### src/rtl/pra_pkg.sv
package pra_pkg;

  // Fold an index that has stepped at most one lap past n back into range.
  function automatic int rr_wrap(input int v, input int n);
    return (v >= n) ? v - n : v;
  endfunction

  // Index that follows i in a ring of n slots.
  function automatic int next_slot(input int i, input int n);
    return rr_wrap(i + 1, n);
  endfunction

  // Saturating age step toward a ceiling.
  function automatic int age_step(input int a, input int ceil_v);
    return (a >= ceil_v) ? ceil_v : a + 1;
  endfunction

endpackage

### src/rtl/pra_level_min.sv
module pra_level_min #(
  parameter int NM = 8,
  parameter int PW = 3
) (
  input  logic [NM-1:0]    req,
  input  logic [NM*PW-1:0] prio,
  output logic             any_req,
  output logic [PW-1:0]    win_lvl,
  output logic [NM-1:0]    cand
);

  logic [PW-1:0] best;
  logic          seen;

  always_comb begin
    best = '1;
    seen = 1'b0;
    for (int i = 0; i < NM; i++) begin
      if (req[i] && (!seen || prio[i*PW +: PW] < best)) begin
        best = prio[i*PW +: PW];
        seen = 1'b1;
      end
    end
  end

  always_comb begin
    for (int i = 0; i < NM; i++)
      cand[i] = req[i] && (prio[i*PW +: PW] == best);
  end

  assign any_req = seen;
  assign win_lvl = best;

endmodule

### src/rtl/pra_rr_pick.sv
module pra_rr_pick #(
  parameter int NM = 8,
  parameter int PW = 3,
  parameter int IW = $clog2(NM)
) (
  input  logic          clk,
  input  logic          rst_n,
  input  logic [NM-1:0] cand,
  input  logic [PW-1:0] lvl,
  input  logic          take,
  output logic [NM-1:0] pick_oh,
  output logic [IW-1:0] pick_idx
);

  localparam int LVLS = 1 << PW;

  logic [IW-1:0] ptr_all [LVLS];
  logic [IW-1:0] ptr_cur;
  logic          found;

  for (genvar g = 0; g < LVLS; g++) begin : g_lvl
    logic [IW-1:0] ptr_q;
    always_ff @(posedge clk or negedge rst_n) begin
      if (!rst_n)
        ptr_q <= '0;
      else if (take && (lvl == PW'(g)))
        ptr_q <= IW'(pra_pkg::next_slot(int'(pick_idx), NM));
    end
    assign ptr_all[g] = ptr_q;
  end

  assign ptr_cur = ptr_all[lvl];

  always_comb begin
    pick_oh  = '0;
    pick_idx = '0;
    found    = 1'b0;
    for (int k = 0; k < NM; k++) begin
      int idx;
      idx = pra_pkg::rr_wrap(int'(ptr_cur) + k, NM);
      if (!found && cand[idx]) begin
        found        = 1'b1;
        pick_oh[idx] = 1'b1;
        pick_idx     = IW'(idx);
      end
    end
  end

endmodule

### src/rtl/pra_send_q.sv
module pra_send_q #(
  parameter int         QD      = 4,
  parameter int         IW      = 3,
  parameter logic [3:0] FWD_DLY = 4'd3,
  parameter int         CW      = $clog2(QD + 1)
) (
  input  logic          clk,
  input  logic          rst_n,
  input  logic          push,
  input  logic [IW-1:0] push_id,
  input  logic          pop_ok,
  output logic          full,
  output logic          head_vld,
  output logic [IW-1:0] head_id,
  output logic [CW-1:0] cnt
);

  localparam int AW = (QD > 1) ? $clog2(QD) : 1;

  logic [AW-1:0] wr_q, rd_q;
  logic [CW-1:0] cnt_q;
  logic [IW-1:0] id_all  [QD];
  logic [3:0]    age_all [QD];
  logic          pop;

  for (genvar s = 0; s < QD; s++) begin : g_slot
    logic [IW-1:0] id_q;
    logic [3:0]    age_q;
    always_ff @(posedge clk or negedge rst_n) begin
      if (!rst_n) begin
        id_q  <= '0;
        age_q <= '0;
      end else if (push && (wr_q == AW'(s))) begin
        id_q  <= push_id;
        age_q <= '0;
      end else begin
        age_q <= 4'(pra_pkg::age_step(int'(age_q), int'(FWD_DLY)));
      end
    end
    assign id_all[s]  = id_q;
    assign age_all[s] = age_q;
  end

  assign full     = (cnt_q == CW'(QD));
  assign head_vld = (cnt_q != '0) && (age_all[rd_q] == FWD_DLY);
  assign head_id  = id_all[rd_q];
  assign pop      = head_vld && pop_ok;
  assign cnt      = cnt_q;

  always_ff @(posedge clk or negedge rst_n) begin
    if (!rst_n) begin
      wr_q  <= '0;
      rd_q  <= '0;
      cnt_q <= '0;
    end else begin
      if (push) wr_q <= AW'(pra_pkg::next_slot(int'(wr_q), QD));
      if (pop)  rd_q <= AW'(pra_pkg::next_slot(int'(rd_q), QD));
      cnt_q <= cnt_q + CW'(push) - CW'(pop);
    end
  end

endmodule

### src/rtl/pra_slave_arb.sv
module pra_slave_arb #(
  parameter int         NM      = 8,
  parameter int         PW      = 3,
  parameter int         QD      = 4,
  parameter logic [3:0] FWD_DLY = 4'd3,
  localparam int        IW      = $clog2(NM),
  localparam int        CW      = $clog2(QD + 1)
) (
  input  logic             clk,
  input  logic             rst_n,
  input  logic [NM-1:0]    req_i,
  input  logic [NM*PW-1:0] prio_i,
  output logic [NM-1:0]    gnt_o,
  output logic             slv_valid_o,
  output logic [IW-1:0]    slv_id_o,
  input  logic             slv_ready_i
);

  // Named internal events, observed by the bound checker.
  logic          any_req;
  logic [PW-1:0] win_lvl;
  logic [NM-1:0] cand;
  logic [NM-1:0] pick_oh;
  logic [IW-1:0] pick_idx;
  logic          q_full;
  logic [CW-1:0] q_cnt;
  logic          arb_fire;

  pra_level_min #(.NM(NM), .PW(PW)) u_min (
    .req     (req_i),
    .prio    (prio_i),
    .any_req (any_req),
    .win_lvl (win_lvl),
    .cand    (cand)
  );

  assign arb_fire = any_req && !q_full;

  pra_rr_pick #(.NM(NM), .PW(PW), .IW(IW)) u_pick (
    .clk      (clk),
    .rst_n    (rst_n),
    .cand     (cand),
    .lvl      (win_lvl),
    .take     (arb_fire),
    .pick_oh  (pick_oh),
    .pick_idx (pick_idx)
  );

  pra_send_q #(.QD(QD), .IW(IW), .FWD_DLY(FWD_DLY), .CW(CW)) u_q (
    .clk      (clk),
    .rst_n    (rst_n),
    .push     (arb_fire),
    .push_id  (pick_idx),
    .pop_ok   (slv_ready_i),
    .full     (q_full),
    .head_vld (slv_valid_o),
    .head_id  (slv_id_o),
    .cnt      (q_cnt)
  );

  assign gnt_o = arb_fire ? pick_oh : '0;

endmodule

### config.mk
export PLATFORM = sky130hd
export DESIGN_NAME = pra_slave_arb
export DESIGN_NICKNAME = d
export VERILOG_FILES = /design/src/rtl/pra_pkg.sv /design/src/rtl/pra_level_min.sv /design/src/rtl/pra_rr_pick.sv /design/src/rtl/pra_send_q.sv /design/src/rtl/pra_slave_arb.sv
export SDC_FILE = /design/constraint.sdc
export NUM_CORES = 1
export LEC_CHECK = 0
export BUFFER_PORTS_ARGS = -buffer_cell sky130_fd_sc_hd__buf_4
export CORE_MARGIN = 2
export CORE_UTILIZATION = 38
export DETAILED_ROUTE_END_ITERATION = 10
export GPL_TIMING_DRIVEN = 1
export PLACE_DENSITY = 0.54
export SYNTH_ARGS = -nofsm -noshare
export SYNTH_HDL_FRONTEND = slang
export SYNTH_SLANG_ARGS = --single-unit
export TNS_END_PERCENT = 50
### constraint.sdc
create_clock -name clk -period 12.85 [get_ports clk]
set_input_delay 0.6425 -clock clk [delete_from_list [all_inputs] [get_ports clk]]
set_output_delay 0.6425 -clock clk [all_outputs]
set_load 0.05 [all_outputs]
==> results of run 1 <==
## metrics by stage
stage | instance area (um^2) | worst slack (ns)
6_report | 8756 | -0.1637
5_1_grt | 8756 | -0.6904
4_1_cts | 8224 | 0.01014
3_5_place_dp | 7612 | -0.2421
3_3_place_gp | 7612 | -0.03735
2_1_floorplan | 6556 | -0.07599
## routing by layer
layer | wire, um | share of wire, %
met1 | 9272 | 46
met2 | 9562 | 48
met3 | 814 | 4.1
met4 | 376 | 1.9
met5 | 0 | 0
## what timing repair did
item / in CTS / in global routing
setup endpoints to repair: 8 / 44
gates resized for setup: 22 / 73
pin swaps: 15 / 59
setup buffers: 28 / 24
## logic make-up (layout without fill, tap and decap cells)
kind of cell | count (synthesis) | after routing | share of synthesized area, %
AO/OA/AOI/OAI | 233 | 233 | 29.84
flip-flops | 59 | 59 | 23.82
multiplexers | 49 | 49 | 9.994
adder cells (fa/ha/maj) | 27 | 27 | 5.572
AND/OR/NAND/NOR | 249 | 249 | 22.03
XOR/XNOR | 22 | 22 | 3.533
buffers and inverters | 72 | 240 | 5.148
other | 1 | 8 | 0.06051
## how the worst min path moves through the flow
stage	endpoint	startpoint	slack [ns]
3_3_place_gp	u_q.g_slot[0].id_q[2]$_DFFE_PN0P_	u_q.g_slot[0].id_q[2]$_DFFE_PN0P_	0.46
6_report	u_q.g_slot[2].id_q[0]$_DFFE_PN0P_	rst_n	0.39
2_1_floorplan	u_pick.g_lvl[0].ptr_q[0]$_DFFE_PN0P_	rst_n	0.35
3_5_place_dp	u_q.g_slot[1].id_q[2]$_DFFE_PN0P_	u_q.g_slot[1].id_q[2]$_DFFE_PN0P_	0.47
4_1_cts	u_q.wr_q[0]$_DFFE_PN0P_	rst_n	0.41
5_1_grt	u_q.g_slot[1].age_q[2]$_DFF_PN0_	rst_n	0.45
## synthesized netlist by cell type (all sizes together) (8+ instances only)
master   number
a211oi       15
a21oi        27
a22oi         8
a31oi        14
and2         13
buf          20
clkbuf       14
dfrtp        59
ha           26
inv          38
mux2         23
mux2i        21
nand2        61
nand2b        9
nand3        23
nand4         9
nor2         47
nor2b         9
nor3         19
nor4         11
o2111ai      10
o211ai       15
o21a          8
o21ai        42
o31ai         8
or2           8
or4           9
xnor2        11
xor2         11
## area by class of cell
cell class,count,area [um^2]
Tap cell,216,270.3
Fill cell,1488,7129
Clock buffer,11,242.7
Clock inverter,5,52.55
Inverter,38,150.1
Timing Repair Buffer,186,1473
Sequential cell,59,1476
Multi-Input combinational cell,588,5091
## flip-flops by register name, summed over array words and instances, names as in the netlist
name	cells
u_pick.g_lvl.ptr_q	24
u_q.cnt	3
u_q.g_slot.age_q	16
u_q.g_slot.id_q	12
u_q.rd_q	2
u_q.wr_q	2
==> flow_summary.toml, run 1 <==
[sta]
finalCritPeriodShare_pct = 101.3
slew_violations = 0
hold_violations = 0
finalSetupTns_ns = -0.7720
rsz0062_at_grt = "true"
setup_ws_ns = -0.1637
fin_worst_skew_ns = 0.007432
fmax_mhz = 76.84
worstMarginPinSlew_ns = 0.7902
period_needed_ns = 13.01
maxSlewHeadroom_pct = 47.26
setup_viol = 8
hold_slack_ns = 0.3940

[final_layout]
instances_no_fill = 1103
layout_common_cells = "168 x buf_4, 59 x dfrtp_1, 57 x nand2_1"
diodes = 0
layout-area-overhead-vs-synth_pct = 41.29
layout-drive-gt1-share_pct = 41.83
post-route-util_pct = 55.12
fin_nets = 944
layout_commonest_cell = "buf_4"

[setup_path]
crit_path_max_fanout = 7
arrival_ns = 12.37
cp-start-kind = "input pin"
critPathRequiredTime_ns = 12.21
worstReg2RegEnd = "u_pick.g_lvl[1].ptr_q[2]$_DFFE_PN0P_"
reg2reg_from = "u_pick.g_lvl[1].ptr_q[1]$_DFFE_PN0P_"
rrSetupSlack_ns = 8.76
worstRegToRegCells = 17
end_kind = "output port"
crit_end = "gnt_o[2]"
crit_buf_inv = 10
crit_path_frequent_cell = "ha_4"
cp_num_cells = 65
crit_family = "compound AO/OA/AOI/OAI gates"
crit_path_max_incr_delay_ns = 0.54
slowest_stage = "or4_4"
critPathKind = "input pin to output port"
crit_start = "req_i[0]"

[clock_network]
cts-hold-fix-buffers = 0
cts_tree = "built"
cts.clk_slew.worst_paths_ns = 0.05
cts_buffers = 9
cts_root_buffer = "clkbuf_16"
cts.path.max_buffers = 2
htree_num_levels = 3
clk_latency_ns = 0.32
cts_num_sinks = 59

[floorplan]
coreArea_um2 = 15890
die_h_um = 131.7
die-area_um2 = 17350
die_x_um = 131.7
start_util_pct = 39.01
io_pins = 47
row_count = 46

[run]
drv_cap = 0

[routing]
ant_nets = 0
drc = 0
wl_per_cell_um = 18.16
via_per_inst = 5.888
drt_iter0_drc = 511
wl_mm = 20.03
vias = 6494
first_pass_iters = 5

[hold_path]
hp-class = "input pin to asynchronous set/reset pin"

[logic_synthesis]
synth_cell_types = 113
synth_area_leaders = "dfrtp_1 24%, ha_1 5.2%, mux2_2 4.0%"
synth_largest_area_cell = "dfrtp_1"
synth_edf_count = 0
syn_area_um2 = 6197
async_flop_share_pct = 100.0
synthFlopType = "dfrtp_1"
ys_ff_latch = 59
synth_warnings = 0
ys_seq_area_share_pct = 23.82
synthCells = 712
synth_top_area_share_pct = 23.82
synth_area_per_cell_um2 = 8.704

[global_routing]
antenna_found_initial = 0
use_met1_pct = 30.28
grt.overflow.total = 0
grt_pass1_wl_mm = 32.02
grt_max_degree = 60
grt_use_total_pct = 22.15
use_met2_pct = 36.91
first_global_vias = 6350
grt_use_met3_pct = 3.086
top_usage_layer = "met2"

[placement]
gp_congestion = 0.8995
port_buffers = 46
place_inst = 1036
dpl.hpwl_mm = 15.05

[status]
violations = "negative setup slack"
outcome = "finished with violations"
Power of run 1 is not shown: default switching activity piles up to over one toggle a cycle in this logic, so the estimate is an artifact.
==> inputs of run 2 (changes only) <==
--- a/config.mk
+++ b/config.mk
@@ -6,6 +6,7 @@
 export NUM_CORES = 1
 export LEC_CHECK = 0
 export BUFFER_PORTS_ARGS = -buffer_cell sky130_fd_sc_hd__buf_4
+export CORE_ASPECT_RATIO = 2
 export CORE_MARGIN = 2
 export CORE_UTILIZATION = 38
 export DETAILED_ROUTE_END_ITERATION = 10
==> run 2 against run 1 <==
  * The run now ends clean
  * Register-to-register slack got worse by 0.06 ns
  * Fmax increased by 1.7%
  * Design area fell by 0.16%
  * Via count is 2.8% lower
  * Sequential cell count unchanged
  * Cell count is 1.7% lower
  * Clock skew fell by 0.0035 ns
  * Largest cell class unchanged
==> flow_summary.toml, run 2 (synthesis gave the netlist of run 1 again) <==
[setup_path]
crit_path_max_incr_delay_ns = 0.53
critPathKind = "input pin to output port"
end_kind = "output port"
critPathRequiredTime_ns = 12.21
arrival_ns = 12.15
slowest_stage = "or4_4"
cp-start-kind = "input pin"
crit_path_frequent_cell = "ha_4"
crit_path_max_fanout = 7
rrSetupSlack_ns = 8.70

[run]
drv_cap = 0

[global_routing]
first_global_vias = 6113
grt_pass1_wl_mm = 31.03
antenna_found_initial = 0
grt_max_degree = 60
grt_use_total_pct = 22.24
grt.overflow.total = 0

[final_layout]
largest_register_ffs = 24
stdcell_area_um2 = 8742
layout_common_cells = "163 x buf_4, 59 x dfrtp_1, 57 x nand2_1"
layout-drive-gt1-share_pct = 42.05
layout_commonest_cell = "buf_4"
layout-area-overhead-vs-synth_pct = 41.07
regMostFlops = "u_pick.g_lvl.ptr_q"
fin_nets = 938
post-route-util_pct = 54.29
reg_top3 = "u_pick.g_lvl.ptr_q: 24 flops, u_q.g_slot.age_q: 16 flops, u_q.g_slot.id_q: 12 flops"
diodes = 0

[routing]
via_per_inst = 5.821
drt_iter0_drc = 311
wl_mm = 19.77
vias = 6310
ant_nets = 0
wl_per_cell_um = 18.23
drc = 0
first_pass_iters = 8

[placement]
dpl.hpwl_mm = 14.66
gp_congestion = 0.9056
placed_cell_area_um2 = 7635
port_buffers = 46

[sta]
fin_worst_skew_ns = 0.003950
maxSlewHeadroom_pct = 49.33
setup_viol = 0
period_needed_ns = 12.79
slew_violations = 0
rsz0062_at_grt = "true"
worstMarginPinSlew_ns = 0.7592
hold_violations = 0
fmax_mhz = 78.18
finalCritPeriodShare_pct = 99.54

[clock_network]
cts_buffers = 9
cts_num_sinks = 59
cts_root_buffer = "clkbuf_16"
cts.path.max_buffers = 2
cts_tree = "built"
cts-hold-fix-buffers = 0
cts.clk_slew.worst_paths_ns = 0.05
clk_latency_ns = 0.32
htree_num_levels = 3

[floorplan]
coreArea_um2 = 16100
die_x_um = 94.30
die_h_um = 184.6
start_util_pct = 38.48
io_pins = 47
row_count = 66
die-area_um2 = 17410

[hold_path]
hp-class = "input pin to asynchronous set/reset pin"

[status]
outcome = "finished, final reports clean"
## run 2: repair_timing
item,in CTS,in global routing
gates resized for setup,17,89
pin swaps,5,53
gates cloned,0,0
setup endpoints to repair,8,37
buffers inserted,7,34
## run 2: area by class of cell
type	count	area (um^2)
Clock buffer	13	260.3
Clock inverter	2	35.03
Fill cell	1533	7361
Inverter	38	150.1
Multi-Input combinational cell	588	5137
Sequential cell	59	1476
Tap cell	204	255.2
Timing Repair Buffer	180	1428
## run 2: worst paths after layout
path                                                           start                              endpoint  cells past startpoint
worst min-delay path                                           rst_n     u_q.g_slot[0].id_q[1]$_DFFE_PN0P_                      1
worst min register to register     u_q.g_slot[3].id_q[2]$_DFFE_PN0P_     u_q.g_slot[3].id_q[2]$_DFFE_PN0P_                      2
worst max-delay path                                        req_i[0]                              gnt_o[5]                     64
min in group clk                   u_q.g_slot[3].id_q[2]$_DFFE_PN0P_     u_q.g_slot[3].id_q[2]$_DFFE_PN0P_                      2
worst max register to register  u_pick.g_lvl[1].ptr_q[0]$_DFFE_PN0P_  u_pick.g_lvl[1].ptr_q[2]$_DFFE_PN0P_                     16
max in group asynchronous                                      rst_n  u_pick.g_lvl[3].ptr_q[1]$_DFFE_PN0P_                      1
## run 2: routing by layer
| layer | track usage, % | vias to the layer above | share of wire [%] |
|---|---|---|---|
| li1 | - | 3070 | - |
| met1 | 28.82 | 3072 | 43 |
| met2 | 38.77 | 134 | 51 |
| met3 | 2.330 | 34 | 2.9 |
| met4 | 6.261 | 0 | 2.4 |
| met5 | 0 | - | 0 |
## run 2: stage by stage
step	instances	hold slack [ns]	setup WS (ns)	setup TNS [ns]
after floorplan	719	0.3469	-0.07599	-0.1310
after global placement	1029	0.4569	-0.1175	-0.5587
after detailed placement	1029	0.4673	-0.2620	-1.967
after CTS	1051	0.4116	0.003255	0
after global routing	1084	0.4454	-0.4554	-4.352
final	1084	0.3813	0.05941	0
## run 2: worst max-delay path, delay by kind of cell
kind	cells	cell delay, ns
and+or+nand+nor	17	3.06
buffers and inverters	9	1.03
muxes	5	1.09
xor gates and xnor gates	1	0.27
adders and majority gates	7	1.57
AOI/OAI and AO/OA	25	4.44
Power of run 2 is left out for the same reason.
==> inputs of run 3 (changes only) <==
==> constraint.sdc (replaced) <==
create_clock -name clk -period 12.85 [get_ports clk]
set_input_delay 1.285 -clock clk [delete_from_list [all_inputs] [get_ports clk]]
set_output_delay 1.285 -clock clk [all_outputs]
set_load 0.05 [all_outputs]
==> run 3 against run 2 <==
  * The flow now finishes with violations (negative setup slack)
  * Clock-buffer cell count down 2
  * Worst hold slack better by 0.090 ns
  * Register-to-register slack better by 0.13 ns
  * Die area unchanged
  * Via count up 8.4%
  * Clock skew up 0.0012 ns
  * Utilization up 7.5 points
  * Global-route usage up 2.2 points
  * Cell count up 11%
  * Sequential cell count unchanged
  * Worst setup slack worse by 1.1 ns
==> flow_summary.toml, run 3 (synthesis gave the netlist of run 1 again) <==
[routing]
via_per_inst = 5.679
ant_nets = 0
wl_mm = 21.27
wl_per_cell_um = 17.67
drc = 0
vias = 6837
first_pass_iters = 6
drt_iter0_drc = 323

[final_layout]
layout-drive-gt1-share_pct = 52.00
diodes = 0
fin_nets = 1061
layout_commonest_cell = "buf_4"
layout-area-overhead-vs-synth_pct = 60.47
fill_cells = 1351
reg_top3 = "u_pick.g_lvl.ptr_q: 24 flops, u_q.g_slot.age_q: 16 flops, u_q.g_slot.id_q: 12 flops"
layout_common_cells = "273 x buf_4, 59 x dfrtp_1, 53 x nand2_1"
largest_register_ffs = 24
regMostFlops = "u_pick.g_lvl.ptr_q"

[global_routing]
antenna_found_initial = 0
grt.overflow.total = 0
first_global_vias = 6879
grt_pass1_wl_mm = 34.09
grt_use_total_pct = 24.47
grt_max_degree = 60

[floorplan]
start_util_pct = 38.48
die-area_um2 = 17410
row_count = 66
io_pins = 47
coreArea_um2 = 16100
die_h_um = 184.6
die_x_um = 94.30

[setup_path]
reg2reg_from = "u_pick.g_lvl[5].ptr_q[0]$_DFFE_PN0P_"
cp-start-kind = "input pin"
crit_buf_inv = 10
crit_family = "compound AO/OA/AOI/OAI gates"
crit_path_max_fanout = 8
end_kind = "output port"
critPathRequiredTime_ns = 11.56
slowest_stage = "or4_4"
crit_path_max_incr_delay_ns = 0.47
arrival_ns = 12.62
critPathKind = "input pin to output port"
crit_start = "req_i[0]"

[sta]
hold_violations = 0
fin_worst_skew_ns = 0.005190
maxSlewHeadroom_pct = 49.59
finalCritPeriodShare_pct = 108.2
slew_violations = 0
setup_ws_ns = -1.053
setup_viol = 12
rsz0062_at_grt = "true"
worstMarginPinSlew_ns = 0.7553
fmax_mhz = 71.93
period_needed_ns = 13.90

[hold_path]
min_from = "u_q.g_slot[1].id_q[2]$_DFFE_PN0P_"
hp-class = "register to register"

[placement]
gp_congestion = 0.8887
pre_cts_ws_ns = -1.637
port_buffers = 46
dpl.hpwl_mm = 15.80

[clock_network]
cts.path.max_buffers = 2
clk_latency_ns = 0.32
cts_root_buffer = "clkbuf_16"
cts_num_sinks = 59
cts_buffers = 9
cts-hold-fix-buffers = 0
cts.clk_slew.worst_paths_ns = 0.05
cts_tree = "built"
htree_num_levels = 3

[status]
outcome = "finished with violations"
violations = "negative setup slack"

[run]
drv_cap = 0
==> run 3: path summary, 6_finish.rpt <==
check                           slack [ns]                              endpoint  depth (start not counted)
worst max-delay path                 -1.05                              gnt_o[2]                         65
worst min-delay path                  0.47     u_q.g_slot[1].id_q[2]$_DFFE_PN0P_                          2
worst max register to register        8.83  u_pick.g_lvl[2].ptr_q[2]$_DFFE_PN0P_                         18
worst min register to register        0.47     u_q.g_slot[1].id_q[2]$_DFFE_PN0P_                          2
max in group asynchronous            11.32  u_pick.g_lvl[6].ptr_q[1]$_DFFE_PN0P_                          1
min in group asynchronous             1.02     u_q.g_slot[3].id_q[1]$_DFFE_PN0P_                          1
==> run 3: through the flow <==
stage               setup TNS [ns]  hold slack (ns)  utilization (%)  cell area, um^2  instances
CTS                         -9.541           0.4764            58.27             9383       1184
finish                      -8.318           0.4714            61.76             9945       1204
global placement            -15.71           0.4601            51.86             8351       1120
global route                -24.99           0.5065            61.76             9945       1204
floorplan                   -13.30           0.4432                -             6583        719
detailed placement          -29.78           0.4663            51.86             8351       1120
==> run 3: timing repair <==
action / CTS / global route
endpoints found under the setup margin: 38 / 44
cloned: 0 / 0
setup buffers: 52 / 22
pin swaps: 52 / 49
gates resized for setup: 81 / 89
==> run 3: layer usage <==
layer / GRT usage, % / vias to the layer above / wire [um]
met5: 0 / - / 0
met4: 7.188 / 0 / 517
met3: 2.576 / 39 / 616
met2: 43.34 / 138 / 11240
met1: 30.94 / 3339 / 8904
li1: - / 3321 / -
==> run 3: worst reg2reg max path: cells and delay by family, from the launching register on <==
kind | cells | cell delay, ns
multiplexers | 1 | 0.30
flip-flops | 1 | 0.37
buffers and inverters | 6 | 0.76
AO/OA/AOI/OAI | 4 | 1.14
adder cells (fa/ha/maj) | 2 | 0.38
AND/OR/NAND/NOR | 4 | 0.78
XOR/XNOR | 1 | 0.24
==> run 3: final cells by class <==
| type | instances | area (um^2) | share of cell area, % |
|---|---|---|---|
| multi-input combinational | 588 | 5398 | 54.28 |
| timing repair buffer | 303 | 2425 | 24.38 |
| sequential | 59 | 1476 | 14.85 |
| tap | 204 | 255.2 | 2.567 |
| clock buffer | 11 | 232.7 | 2.340 |
| inverter | 38 | 152.6 | 1.535 |
| clock inverter | 1 | 5.005 | 0.05033 |
Power of run 3 is left out for the same reason.
